File: src/rtl/hrPwmPkg.sv
package hrPwmPkg;

  // Strobes from the control into the datapath, one set per clock
  typedef struct packed {
    logic clear;      // synchronous clear
    logic load;       // shadow -> active transfer
    logic idle;       // loaded period is zero: hold counter, outputs low
    logic countUp;    // advance extended count by one
    logic countDown;  // retreat extended count by one
  } pwmStrobe_t;

  typedef enum logic [1:0] {
    SEL_PERIOD   = 2'd0,
    SEL_CMP_ZERO = 2'd1,
    SEL_CMP_PEAK = 2'd2,
    SEL_DUTY     = 2'd3
  } regSel_e;

endpackage

File: src/rtl/hrPwmCtrl.sv
module hrPwmCtrl
  import hrPwmPkg::*;
(
  input  logic       clk,
  input  logic       rstN,
  input  logic       syncClr,
  input  logic       atZero,
  input  logic       atPeak,
  input  logic       nextPeriodZero,
  output pwmStrobe_t strb
);

  logic dirDown;

  always_comb begin
    strb       = '0;
    strb.clear = syncClr;
    strb.load  = syncClr | atZero;
    if (!syncClr) begin
      if (atZero) begin
        strb.idle    = nextPeriodZero;
        strb.countUp = !nextPeriodZero;
      end else if (atPeak || dirDown) begin
        strb.countDown = 1'b1;
      end else begin
        strb.countUp = 1'b1;
      end
    end
  end

  always_ff @(posedge clk or negedge rstN) begin
    if (!rstN)                 dirDown <= 1'b0;
    else if (syncClr || atZero) dirDown <= 1'b0;
    else if (atPeak)           dirDown <= 1'b1;
  end

  // never step both ways at once
  a_r2_single_step: assert property (@(posedge clk) disable iff (!rstN)
    $onehot0({strb.countUp, strb.countDown}));

  // reaching the peak turns the counter downward
  a_r2_turn_down: assert property (@(posedge clk) disable iff (!rstN)
    (atPeak && !syncClr) |=> dirDown);

endmodule

File: src/rtl/hrPwmDatapath.sv
module hrPwmDatapath
  import hrPwmPkg::*;
#(
  parameter int unsigned CNT_W    = 16,
  parameter int unsigned FINE_W   = 3,
  parameter int unsigned DUTY_MIN = 3,
  parameter int unsigned DUTY_MAX = 20,
  localparam int unsigned EXT_W   = CNT_W + FINE_W
)(
  input  logic             clk,
  input  logic             rstN,
  input  pwmStrobe_t       strb,
  input  logic             wrEn,
  input  logic [1:0]       wrSel,
  input  logic [EXT_W-1:0] wrData,
  output logic [EXT_W-1:0] cnt,
  output logic             atZero,
  output logic             atPeak,
  output logic             nextPeriodZero,
  output logic             pwmZero,
  output logic             pwmPeak
);

  localparam logic [EXT_W-1:0] MIN_EXT = EXT_W'(DUTY_MIN);
  localparam logic [EXT_W-1:0] MAX_EXT = EXT_W'(DUTY_MAX);

  logic [CNT_W-1:0] shPeriod, actPeriod;
  logic [EXT_W-1:0] shCmpZero, shCmpPeak, actCmpZero, actCmpPeak;
  logic [EXT_W-1:0] dutyClamped, peakExt, shPeakExt;
  logic             hitZero, hitPeak;

  assign dutyClamped = (wrData < MIN_EXT) ? MIN_EXT :
                       (wrData > MAX_EXT) ? MAX_EXT : wrData;
  assign shPeakExt   = {shPeriod, {FINE_W{1'b0}}};
  assign peakExt     = {actPeriod, {FINE_W{1'b0}}};

  // Shadow registers written by the host
  always_ff @(posedge clk or negedge rstN) begin
    if (!rstN) begin
      shPeriod  <= '0;
      shCmpZero <= '0;
      shCmpPeak <= '0;
    end else if (wrEn) begin
      case (regSel_e'(wrSel))
        SEL_PERIOD:   shPeriod  <= wrData[CNT_W-1:0];
        SEL_CMP_ZERO: shCmpZero <= wrData;
        SEL_CMP_PEAK: shCmpPeak <= wrData;
        default: begin
          shCmpZero <= dutyClamped;
          shCmpPeak <= shPeakExt - dutyClamped;
        end
      endcase
    end
  end

  // Active registers: only move on a load strobe
  always_ff @(posedge clk or negedge rstN) begin
    if (!rstN) begin
      actPeriod  <= '0;
      actCmpZero <= '0;
      actCmpPeak <= '0;
    end else if (strb.load) begin
      actPeriod  <= shPeriod;
      actCmpZero <= shCmpZero;
      actCmpPeak <= shCmpPeak;
    end
  end

  // Extended counter: coarse and fine bits move together in both directions
  always_ff @(posedge clk or negedge rstN) begin
    if (!rstN)               cnt <= '0;
    else if (strb.clear)     cnt <= '0;
    else if (strb.countUp)   cnt <= cnt + 1'b1;
    else if (strb.countDown) cnt <= cnt - 1'b1;
  end

  assign atZero         = (cnt == '0);
  assign atPeak         = (actPeriod != '0) && (cnt == peakExt);
  assign nextPeriodZero = (shPeriod == '0);
  assign hitZero        = (cnt == actCmpZero);
  assign hitPeak        = (cnt == actCmpPeak);

  // Phase-qualified set/clear outputs
  always_ff @(posedge clk or negedge rstN) begin
    if (!rstN) begin
      pwmZero <= 1'b0;
      pwmPeak <= 1'b0;
    end else if (strb.clear || strb.idle) begin
      pwmZero <= 1'b0;
      pwmPeak <= 1'b0;
    end else begin
      if (atPeak)       pwmZero <= 1'b0;
      else if (hitZero) pwmZero <= strb.countDown;
      if (atPeak)       pwmPeak <= 1'b1;
      else if (hitPeak) pwmPeak <= !strb.countDown;
    end
  end

  // every falling step takes exactly one fine step off the full count
  a_r3_down_step: assert property (@(posedge clk) disable iff (!rstN)
    strb.countDown |=> cnt == $past(cnt) - 1'b1);

  // levels at the peak
  a_r4_peak_levels: assert property (@(posedge clk) disable iff (!rstN)
    (atPeak && !strb.clear) |=> (!pwmZero && pwmPeak));

  // a duty write always leaves a clamped compare
  a_r7_clamped: assert property (@(posedge clk) disable iff (!rstN)
    (wrEn && wrSel == 2'd3) |=> (shCmpZero >= MIN_EXT && shCmpZero <= MAX_EXT));

  // active values only change on a load
  a_r8_hold_active: assert property (@(posedge clk) disable iff (!rstN)
    !strb.load |=> ($stable(actPeriod) && $stable(actCmpZero) && $stable(actCmpPeak)));

  // zero period keeps everything parked
  a_r10_idle: assert property (@(posedge clk) disable iff (!rstN)
    strb.idle |=> (cnt == '0 && !pwmZero && !pwmPeak));

endmodule

File: src/rtl/hrCenterPwm.sv
module hrCenterPwm
  import hrPwmPkg::*;
#(
  parameter int unsigned CNT_W    = 16,
  parameter int unsigned FINE_W   = 3,
  parameter int unsigned DUTY_MIN = 3,
  parameter int unsigned DUTY_MAX = 20,
  localparam int unsigned EXT_W   = CNT_W + FINE_W
)(
  input  logic             clk,
  input  logic             rstN,
  input  logic             syncClr,
  input  logic             wrEn,
  input  logic [1:0]       wrSel,
  input  logic [EXT_W-1:0] wrData,
  output logic             pwmZero,
  output logic             pwmPeak,
  output logic [EXT_W-1:0] cnt
);

  pwmStrobe_t strb;
  logic       atZero, atPeak, nextPeriodZero;

  hrPwmCtrl u_ctrl (
    .clk            (clk),
    .rstN           (rstN),
    .syncClr        (syncClr),
    .atZero         (atZero),
    .atPeak         (atPeak),
    .nextPeriodZero (nextPeriodZero),
    .strb           (strb)
  );

  hrPwmDatapath #(
    .CNT_W    (CNT_W),
    .FINE_W   (FINE_W),
    .DUTY_MIN (DUTY_MIN),
    .DUTY_MAX (DUTY_MAX)
  ) u_dp (
    .clk            (clk),
    .rstN           (rstN),
    .strb           (strb),
    .wrEn           (wrEn),
    .wrSel          (wrSel),
    .wrData         (wrData),
    .cnt            (cnt),
    .atZero         (atZero),
    .atPeak         (atPeak),
    .nextPeriodZero (nextPeriodZero),
    .pwmZero        (pwmZero),
    .pwmPeak        (pwmPeak)
  );

  // clear parks the counter and the outputs on the next edge
  a_r9_clear: assert property (@(posedge clk) disable iff (!rstN)
    syncClr |=> (cnt == '0 && !pwmZero && !pwmPeak));

endmodule

File: config.mk
export PLATFORM = sky130hd
export DESIGN_NAME = hrCenterPwm
export DESIGN_NICKNAME = d
export VERILOG_FILES = /design/src/rtl/hrPwmPkg.sv /design/src/rtl/hrPwmCtrl.sv /design/src/rtl/hrPwmDatapath.sv /design/src/rtl/hrCenterPwm.sv
export SDC_FILE = /design/constraint.sdc
export NUM_CORES = 1
export LEC_CHECK = 0
export BUFFER_PORTS_ARGS = -buffer_cell sky130_fd_sc_hd__buf_2
export CORE_ASPECT_RATIO = 1.75
export CORE_MARGIN = 2
export CORE_UTILIZATION = 40
export DETAILED_ROUTE_END_ITERATION = 10
export HOLD_SLACK_MARGIN = 0.15
export PLACE_DENSITY = 0.53
export SYNTH_ARGS = -nofsm -noshare
export SYNTH_HDL_FRONTEND = slang
export SYNTH_SLANG_ARGS = --single-unit
File: constraint.sdc
create_clock -name clk -period 6.4 [get_ports clk]
set_input_delay 0.64 -clock clk [delete_from_list [all_inputs] [get_ports clk]]
set_output_delay 0.64 -clock clk [all_outputs]
set_load 0.05 [all_outputs]
==> summary.txt <==
Status
  – Status: finished clean

Final layout
  – Fin area: 8561 um2
  – Fin cells: 1015
  – Layout cells sized above 1: 15.11%
  – Syn-to-layout area delta: 15.48%
  – # diodes: 0
  – Post-layout util: 47.20%
  – Nets: 828

STA
  – Final Setup Violations: 0
  – Minimum clock period: 4.313 ns
  – RSZ-0062 raised after global routing: false
  – Final clock skew: 0.01005 ns
  – Slew at the pin closest to its max-slew limit: 1.244 ns
  – Tcrit/Tclk final: 67.40%
  – Final Hold Vio Count: 0
  – Total negative setup slack: 0 ns
  – Slew Limit Fails: 0
  – Final worst setup slack: 2.087 ns
  – Max_slew headroom: 16.89%
  – Max Fclk: 231.8 MHz

Setup path
  – CP peak stage delay: 0.57 ns
  – Worst reg2reg setup slack: 2.09 ns
  – Worst Path Arrival: 4.61 ns
  – CP max stage cell: a311oi_1
  – Worst r2r src: u_dp.cnt[3]
  – Worst Setup End Kind: flip-flop
  – Critical Path RT: 6.69 ns
  – Worst-path fanout max: 22
  – Worst R2R End: u_dp.cnt[13]
  – Reg2Reg Depth: 14
  – Crit path kind: flip-flop to flip-flop
  – Most frequent CP cell: o21bai_1
  – Crit path cell chain: nor4_1 -> nand2_1 -> nor3_4 -> a41o_2 -> o21bai_1 -> buf_4 -> ha_1 -> a21oi_1 -> o211ai_1 -> a311oi_1 -> or2_1 -> o21bai_1 -> xnor2_1 -> nor2_1
  – Critical path startpoint category: flip-flop

Drt
  – Iter 0 DRT Violations: 331
  – Via Count: 5671
  – Per-cell routed wire length: 20.85 um
  – DRC Markers: 0
  – Final wirelength: 21160 um
  – Vias/cell: 5.587
  – Antenna-violating nets left: 0
  – 1st-pass router iterations: 4

Clocking
  – CTS resizes: 0
  – Worst-skew pair later-pin latency: 0.42 ns
  – Post-CTS setup buffer count: 0
  – CTS max path bufs: 2
  – Root Buffer: clkbuf_16
  – Level count of the clock H-tree: 4
  – TritonCTS clock tree: built
  – Reg clk slew, reported paths: 0.06 ns
  – Cts bufs inserted: 17
  – Hold Buf Count CTS: 0
  – Sink Count: 130

Power and ir drop
  – LEAKAGE: 3.881 nW
  – Pwr Density: 409.2 nW/um2
  – Worst vdd ir: 0.1975 mV

Placed design
  – GP Congestion: 0.9373
  – Pre-CTS setup slack: 2.103 ns
  – DP Area: 7901 um2
  – DP HPWL: 16250 um
  – Port Buffers: 45
  – Placed cell count: 983

Min path
  – Hold WC Path Type: primary input to asynchronous set/reset pin

Synth
  – EDFF count, synth: 0
  – Netlist cell types: 60
  – Gate Count Post-Synth: 714
  – #FFs+latches synth: 130
  – Synth Area per Inst: 10.38 um2
  – Warnings from Yosys: 0
  – Post-Syn Area: 7413 um2
  – Sequential fraction of the synthesis area: 43.88%
  – Top_reg_cell synth: dfrtp_1
  – Share of synthesized registers carrying an async set or reset: 100.0%

Die
  – Core Region: 18140 um2
  – IO Pins: 46
  – Die height: 184.1 um
  – Die area: 19680 um2
  – # rows: 65
  – Die W: 106.9 um
  – Initial Utilization: 40.88%

Global route
  – Largest net degree at the start of global routing: 72
  – Global-route wire length before repair: 33420 um
  – Vias in the first global route: 5988
  – Met2 usage: 42.39%
  – Overflow after GRT: 0
  – Antenna violations before repair: 0
  – GR peak layer: met2
  – GRT met3 Usage: 3.536%
  – Tot GR Track Use: 22.65%
  – Met1 GRT Util: 24.07%

Job
  – Max-Cap Viols: 0
flip-flops by register name, summed over array words and instances, names as in the netlist:
signal,flops
u_dp.actCmpPeak,19
u_dp.shCmpPeak,19
u_dp.actPeriod,16
u_dp.pwmPeak,1
u_ctrl.dirDown,1
u_dp.shCmpZero,19
u_dp.cnt,19
u_dp.pwmZero,1
u_dp.actCmpZero,19
u_dp.shPeriod,16
layout make-up:
type,count,area (um2)
clock buffer,19,452.9
inverter,10,37.54
timing repair buffer,51,272.8
clock inverter,13,206.4
sequential,130,3253
tap,234,292.8
multi-input combinational,558,4045
fill,1708,9575
metal layers:
layer  part of all wire (%)  routed length [um]
met1                     38                8048
met2                     55               11580
met3                    2.5                 526
met4                    4.8                1008
met5                      0                   0
synthesized netlist by cell type (all sizes together) (2+ instances only):
library cell,count,area [um2]
mux2i,4,40.04
a21boi,5,37.53
nand4,11,68.82
nor2,48,182.7
xnor2,37,324.1
and2,2,12.51
a41o,3,31.28
nor4,23,175.2
a311oi,3,26.28
or4,2,15.01
o211ai,3,22.52
nor3b,13,102.6
a31oi,7,43.79
a211o,2,17.52
clkbuf,17,63.81
or2,4,25.02
a41oi,3,26.28
o21ba,2,20.02
a21oi,43,215.2
buf,11,66.31
nand2b,2,12.51
a21o,13,97.59
nand3,6,30.03
and3,3,18.77
o21bai,2,15.01
dfrtp,130,3253
nand2,66,247.7
o22a,2,17.52
maj3,2,21.27
inv,10,37.54
ha,34,425.4
o21a,3,22.52
xor2,49,429.2
nor3,8,51.30
o221ai,2,17.52
o21ai,50,250.2
nor2b,9,56.30
mux2,71,799.5
cell families after synthesis:
| kind of cell | after synthesis | share of synthesized area [%] |
|---|---|---|
| simple gates | 200 | 13.94 |
| compound gates | 147 | 12.08 |
| flops | 130 | 43.88 |
| xor+xnor | 86 | 10.16 |
| mux | 75 | 11.32 |
| buf+inv | 38 | 2.262 |
| fa+ha+maj | 37 | 6.295 |
| other cells | 1 | 0.05058 |
power breakdown:
part / internal (W) / total (W) / leakage (nW) / switching [W]
Clock: 0.000712 / 0.00108 / 0.319 / 0.000371
Combinational: 0.000474 / 0.00117 / 1.93 / 0.000691
Sequential: 0.000996 / 0.00125 / 1.63 / 0.000259
Total: 0.00218 / 0.00350 / 3.88 / 0.00132
critical path, delay by kind of cell (launching register included):
| kind | cells | cell delay [ns] |
|---|---|---|
| compound gates | 6 | 1.83 |
| xor+xnor | 1 | 0.16 |
| fa+ha+maj | 1 | 0.28 |
| buf+inv | 1 | 0.27 |
| flops | 1 | 0.52 |
| simple gates | 5 | 1.11 |
stage by stage:
step                hold WS, ns  total power, W
floorplan                0.3444        0.002063
global placement         0.4682        0.002406
detailed placement       0.4727        0.002437
CTS                      0.4040        0.003527
global route             0.4427        0.003688
finish                   0.3537        0.003503
worst max path at each step:
stage | startpoint | to | depth (start not counted)
floorplan | u_dp.cnt[0] | u_dp.cnt[18] | 13
global placement | u_dp.cnt[3] | u_dp.cnt[18] | 14
detailed placement | u_dp.cnt[3] | u_dp.cnt[18] | 14
CTS | u_dp.cnt[3] | u_dp.cnt[18] | 14
global route | u_dp.cnt[3] | u_dp.cnt[18] | 14
finish | u_dp.cnt[3] | u_dp.cnt[13] | 14
layout by cell type (no fill, tap or decap), types with 12 or more instances in the layout:
| master | n |
|---|---|
| dfrtp_1 | 130 |
| nand2_1 | 66 |
| mux2_1 | 54 |
| xor2_1 | 49 |
| nor2_1 | 46 |
| buf_2 | 44 |
| a21oi_1 | 43 |
| xnor2_1 | 37 |
| ha_1 | 34 |
| o21ai_1 | 28 |
| o21ai_0 | 22 |
| nor4_1 | 18 |
| mux2_2 | 17 |
| clkbuf_16 | 17 |
| a21o_1 | 13 |
| conb_1 | 13 |
| nor3b_1 | 12 |
(Power assumes the default switching activity.)
